**config.mk**
```make
export PLATFORM = sky130hd
export DESIGN_NAME = indirect_reg_bridge
export DESIGN_NICKNAME = d
export VERILOG_FILES = /design/src/rtl/indirect_reg_bridge.sv
export SDC_FILE = /design/constraint.sdc
export NUM_CORES = 1
export LEC_CHECK = 0
export BUFFER_PORTS_ARGS = -buffer_cell sky130_fd_sc_hd__buf_4
export CORE_ASPECT_RATIO = 1.5
export CORE_MARGIN = 2
export CORE_UTILIZATION = 35
export CTS_BUF_LIST = sky130_fd_sc_hd__clkbuf_16
export DETAILED_ROUTE_END_ITERATION = 7
export PLACE_DENSITY = 0.66
export SYNTH_ARGS = -nofsm -noshare
export SYNTH_HDL_FRONTEND = slang
export SYNTH_SLANG_ARGS = --single-unit
```
**constraint.sdc**
```tcl
create_clock -name clk -period 2.4 [get_ports clk]
set_clock_uncertainty 0.2 [all_clocks]
set_input_delay 0.24 -clock clk [delete_from_list [all_inputs] [get_ports clk]]
set_output_delay 0.24 -clock clk [all_outputs]
set_load 0.02 [all_outputs]
```
**src/rtl/indirect_reg_bridge.sv**
```systemverilog
module indirect_reg_bridge #(
  parameter int DATA_W = 32,
  parameter int HOST_AW = 12,
  parameter logic [HOST_AW-1:0] WIN_BASE = 12'h400,
  parameter int TGT_AW = 32,
  parameter logic [TGT_AW-1:0] TGT_MAX = 32'h0000_0FFF,
  parameter int STRIDE = 4
) (
  input  logic               clk,
  input  logic               rst_n,
  input  logic               host_we,
  input  logic [HOST_AW-1:0] host_addr,
  input  logic [DATA_W-1:0]  host_wdata,
  output logic [DATA_W-1:0]  host_rdata,
  output logic               dn_rd_req,
  output logic               dn_wr_req,
  output logic [TGT_AW-1:0]  dn_addr,
  output logic [DATA_W-1:0]  dn_wdata,
  input  logic [DATA_W-1:0]  dn_rdata,
  input  logic               dn_done
);
  localparam logic [HOST_AW-1:0] OFS_CMD = WIN_BASE;
  localparam logic [HOST_AW-1:0] OFS_ADR = WIN_BASE + HOST_AW'(4);
  localparam logic [HOST_AW-1:0] OFS_RES = WIN_BASE + HOST_AW'(8);
  localparam logic [HOST_AW-1:0] OFS_WDT = WIN_BASE + HOST_AW'(12);

  typedef enum logic [1:0] {S_IDLE, S_BUSY, S_ACK} state_t;

  state_t            state;
  logic [TGT_AW-1:0] addr_q, lat_addr;
  logic [DATA_W-1:0] wdata_q, lat_wdata, res_q;
  logic              op_rd, op_wr, drop_q;

  logic sel_cmd, cmd_zero, good_cmd, addr_ok, ack_vis;
  logic [DATA_W-1:0] cmd_view;

  assign sel_cmd  = host_we && (host_addr == OFS_CMD);
  assign cmd_zero = (host_wdata == '0);
  assign good_cmd = host_wdata[0] ^ host_wdata[1];
  assign addr_ok  = (addr_q <= TGT_MAX) && ((addr_q % TGT_AW'(STRIDE)) == '0);
  assign ack_vis  = (state == S_ACK);

  assign cmd_view = (state == S_IDLE || drop_q) ? '0
                  : {{(DATA_W-3){1'b0}}, ack_vis, op_wr, op_rd};

  always_comb begin
    case (host_addr)
      OFS_CMD: host_rdata = cmd_view;
      OFS_ADR: host_rdata = DATA_W'(addr_q);
      OFS_RES: host_rdata = res_q;
      OFS_WDT: host_rdata = wdata_q;
      default: host_rdata = '0;
    endcase
  end

  assign dn_rd_req = (state == S_BUSY) && op_rd;
  assign dn_wr_req = (state == S_BUSY) && op_wr;
  assign dn_addr   = lat_addr;
  assign dn_wdata  = lat_wdata;

  always_ff @(posedge clk) begin
    if (!rst_n) begin
      addr_q <= '0;
      wdata_q <= '0;
    end else if (host_we) begin
      if (host_addr == OFS_ADR) addr_q <= TGT_AW'(host_wdata);
      if (host_addr == OFS_WDT) wdata_q <= host_wdata;
    end
  end

  always_ff @(posedge clk) begin
    if (!rst_n) begin
      state <= S_IDLE;
      op_rd <= 1'b0;
      op_wr <= 1'b0;
      drop_q <= 1'b0;
      res_q <= '0;
      lat_addr <= '0;
      lat_wdata <= '0;
    end else begin
      case (state)
        S_IDLE: begin
          if (sel_cmd && good_cmd) begin
            op_rd <= host_wdata[0];
            op_wr <= host_wdata[1];
            lat_addr <= addr_q;
            lat_wdata <= wdata_q;
            if (addr_ok) begin
              state <= S_BUSY;
            end else begin
              state <= S_ACK;
              if (host_wdata[0]) res_q <= '0;
            end
          end
        end
        S_BUSY: begin
          if (dn_done) begin
            if (op_rd) res_q <= dn_rdata;
            state <= (drop_q || (sel_cmd && cmd_zero)) ? S_IDLE : S_ACK;
            drop_q <= 1'b0;
          end else if (sel_cmd && cmd_zero) begin
            drop_q <= 1'b1;
          end
        end
        S_ACK: begin
          if (sel_cmd && cmd_zero) state <= S_IDLE;
        end
        default: state <= S_IDLE;
      endcase
    end
  end
endmodule


```
==> results summary <==
The post-CTS clock slew at the launch and capture registers of the worst setup and hold paths came out at 0.07 ns. The maximum fanout count along the critical path is 8. The design draws 5690 uW. The fraction of the mapped netlist area in compound gates is 10.2%.

Of the total synthesized cell area, the portion taken by full adders, half adders and majority gates is 0.170%. The detail route stage leaves a number of antenna-violating nets equal to 0. Across the run, the number of max-cap violations was 0. The repair_antennas step left the layout with diodes totalling 0. The die boundary width came out at 122 um.

In this run the critical register-to-register path is captured at res_q[25]. The minimum setup slack in the final design is 0.108 ns. The async set-or-reset flop fraction in the synthesized netlist is 0%. The die is 181 um tall. The clock tree buffer depth came out at 2.

After layout, the worst path uses 95.5% of the clock period. The global-route wire length before repair is 33800 um. The maximum clock frequency is 436 MHz.

The mapped cell area came out at 0.00734 mm^2. The hold violation total from the final report is 0. The synthesized design spends more area on one cell type than any other, namely sky130_fd_sc_hd__dfxtp_1. The number of cells on the worst reg-to-reg path is 4. The total overflow reported by the global router came out at 0. The power density of the placed cells came out at 556 mW/mm^2.

The final setup violation count is 0. Counting I/O delays and the setup requirement, the final critical path takes 2.29 ns. The post-placement setup slack is -0.0487 ns.

The largest net degree at the start of global routing came out at 167. The capturing element of the worst setup path is host_rdata[1]. The clock latency at the later pin of the worst-skew pair came out at 0.44 ns. The leakage component of the power is 0.00372 uW. The signal on the critical path passes through nor2_1, nor4b_1, a211oi_1, a211oi_1, buf_4.

The worst setup path is of the register to output pin kind. The number of global-route vias before repair came out at 6295. The multiplexer share of the synthesized area is 17.6%. The critical path capture point type is an output pin. The setup slack on the worst flop-to-flop path is 0.26 ns.

The total CTS buffers came out at 17. In the synthesized netlist, the cells that appear most often are sky130_fd_sc_hd__nand2_1 (203), sky130_fd_sc_hd__dfxtp_1 (165), sky130_fd_sc_hd__mux2i_1 (129). The register bit count reported by yosys came out at 165. TritonCTS built the clock tree. The setup TNS came out at 0 ns. The first-pass iteration count of the detailed router is 4. The total wirelength of the detailed-routed design came out at 21500 um. The max-slew violation count is 0. The layout overhead on the synthesized area is 39.3%. The main combinational cell family by area after synthesis is simple AND/OR/NAND/NOR gates.

The core region is 0.0205 mm^2. The post-CTS setup buffer count is 0. The proportion of layout cells with a drive suffix above 1 is 22.9%.

The distinct cell type count of the synthesized netlist is 34. The overall die area came out at 0.0222 mm^2. The filler cells instantiated in the layout total 1970. The quantity of I/O buffers inserted on ports is 177.

The transition time of the tightest slew-check pin is 1.20 ns. CTS saw 165 sinks. Setup repair after global routing left no endpoint under its margin. For this run, the post-layout net count is 1140. The data arrival time at the worst-slack endpoint is 1.85 ns. The worst path required time came out at 1.96 ns.

The sequential-to-total area share from yosys stat is 45.0%. The slowest stage of the critical path belongs to the cell sky130_fd_sc_hd__dfxtp_2. The startpoint of the most critical register-to-register path is state[1].

The max-slew headroom at the worst pin came out at 20.0%. The run finished with clean final reports. The fraction of the core area covered by cells at the end of the flow is 49.9%. The routed wirelength normalized by instance count is 16.1 um. Across the VDD grid, the largest voltage drop is 0.000340 V. Summed over all nets, the half-perimeter wirelength after detailed placement is 15000 um. The tree is rooted in a sky130_fd_sc_hd__clkbuf_16. The synthesized-area fraction occupied by xor and xnor cells came out at 0%. In this run the worst setup path begins at state[1]. The most instantiated library cell after synthesis is sky130_fd_sc_hd__nand2_1. The number of synthesized flops with an enable pin came out at 0. The number of warnings printed during yosys synthesis came out at 0. Summing all multi-input logic gate instances after layout gives 0.00377 mm^2. STA classifies the critical path startpoint as a register. After synthesis, the largest area contributor takes up 45.0% of total cell area. The detailed router finished its first iteration with 333 violations. The number of design rule violations left after detail routing is 0. Summing the areas of all and, or, nand and nor instances in the mapped netlist gives 22.8% of the synthesized area. The dominant cell type by count on the critical path is sky130_fd_sc_hd__a211oi_1. The initial utilization of the core area, before any placement, comes to 35.8%. The number of instances in the synthesized netlist came out at 837. The via count is 6379. After detailed routing, the number of vias per cell comes to 4.77. The average cell area after synthesis is 8.77 um^2. The congestion estimate from routability-driven global placement came to 0.842. The number of nets in the synthesized netlist came out at 918. Among all flip-flop cells after synthesis, the most frequent one is sky130_fd_sc_hd__dfxtp_1. The cell area after placement came out at 0.00901 mm^2. The final instance area is 0.0102 mm^2. On the worst path, the slowest cell contributes a delay of 0.44 ns. Sorting the synthesized cells by area gives the leading types as sky130_fd_sc_hd__dfxtp_1 (45%), sky130_fd_sc_hd__mux2i_1 (18%), sky130_fd_sc_hd__nand2_1 (10%). 178 I/O pins were placed. The combined flip-flop and latch cell area came out at 0.00331 mm^2.

The count of H-tree levels built during CTS is 4. The initial antenna violation count came out at 0. The min-delay analysis places its worst path in the category primary input to register. The number of standard-cell rows in the floorplan is 64. The global-route usage over all layers is 19.5%.
-- flip-flops by register name, indices dropped and copies added, names as in the netlist --
register / flops
wdata_q: 32
addr_q: 32
res_q: 32
dn_addr: 32
drop_q: 1
op_wr: 1
state: 2
dn_wdata: 32
op_rd: 1
-- final cells by class --
class,count,share of cell area (%)
Clock buffer,17,4.16
Sequential cell,165,32.3
Multi-Input combinational cell,604,36.9
Timing Repair Buffer,265,22.0
Tap cell,264,3.23
Clock inverter,15,1.19
Inverter,6,0.220
-- worst min path at each step --
stage / cells past startpoint / to / from / slack, ns
3_5_place_dp: 2 / dn_addr[30] / dn_addr[30] / 0.25
3_3_place_gp: 2 / dn_wdata[23] / dn_wdata[23] / 0.24
6_report: 5 / drop_q / host_we / 0.11
5_1_grt: 5 / drop_q / host_we / 0.14
2_1_floorplan: 2 / op_wr / host_wdata[1] / 0.18
4_1_cts: 5 / drop_q / host_we / 0.09
-- routing by layer --
| metal | wire (um) | up-vias | global-route usage, % |
|---|---|---|---|
| met4 | 595 | 0 | 7.68 |
| met5 | 0 | - | 0 |
| met2 | 10300 | 151 | 31.6 |
| met3 | 896 | 31 | 3.52 |
| met1 | 9720 | 2963 | 25.4 |
| li1 | - | 3234 | - |
-- critical path, delay by kind of cell (launching register included) --
kind	cells	cell delay [ns]
DFF	1	0.44
AOI/OAI and AO/OA	2	0.41
and+or+nand+nor	2	0.36
buffers and inverters	1	0.21
-- layout by cell type, fill, tap and decap left out, types with 2 or more instances in the layout --
cell type / netlist / final
sky130_fd_sc_hd__clkinv_4: 0 / 3
sky130_fd_sc_hd__mux2i_1: 129 / 129
sky130_fd_sc_hd__buf_12: 0 / 8
sky130_fd_sc_hd__clkbuf_16: 0 / 17
sky130_fd_sc_hd__nor4_1: 14 / 13
sky130_fd_sc_hd__nand2_1: 203 / 203
sky130_fd_sc_hd__nor4_2: 2 / 2
sky130_fd_sc_hd__dlygate4sd3_1: 0 / 65
sky130_fd_sc_hd__nor2_1: 65 / 64
sky130_fd_sc_hd__a21boi_0: 58 / 58
sky130_fd_sc_hd__dfxtp_1: 165 / 163
sky130_fd_sc_hd__nor4b_1: 3 / 3
sky130_fd_sc_hd__a21oi_1: 31 / 31
sky130_fd_sc_hd__a211oi_2: 0 / 2
sky130_fd_sc_hd__inv_8: 0 / 2
sky130_fd_sc_hd__nand4_1: 4 / 4
sky130_fd_sc_hd__and3_1: 3 / 3
sky130_fd_sc_hd__nor2b_1: 64 / 64
sky130_fd_sc_hd__clkinv_1: 1 / 2
sky130_fd_sc_hd__inv_6: 0 / 6
sky130_fd_sc_hd__a21boi_1: 8 / 8
sky130_fd_sc_hd__a211oi_1: 6 / 4
sky130_fd_sc_hd__inv_1: 5 / 6
sky130_fd_sc_hd__buf_4: 6 / 192
-- per-stage QoR --
step	instances	hold slack [ns]
after floorplan	837	0.179
final	1336	0.109
after global routing	1336	0.144
after CTS	1336	0.0950
after detailed placement	1239	0.247
after global placement	1239	0.241
-- where the power goes --
group	leakage (uW)	internal [uW]	switching (uW)	total, uW
registers	0.00133	2740	0.109	2740
clock network	0.000272	1350	1240	2590
logic	0.00211	210	152	362
total	0.00372	4300	1390	5690
-- logic make-up (layout without fill, tap and decap cells) --
group | after synthesis | in the layout
compound gates | 108 | 108
fa+ha+maj | 1 | 1
buf+inv | 68 | 303
flops | 165 | 165
mux | 129 | 129
simple gates | 366 | 366
-- repair_timing --
action / 4_1_cts / 5_1_grt
hold buffers: 65 / 0
resized for setup: 2 / 4
hold endpoints to repair: 100 / 0
endpoints found under the setup margin: 3 / 3
No activity file was read; power rests on OpenSTA's default activity.
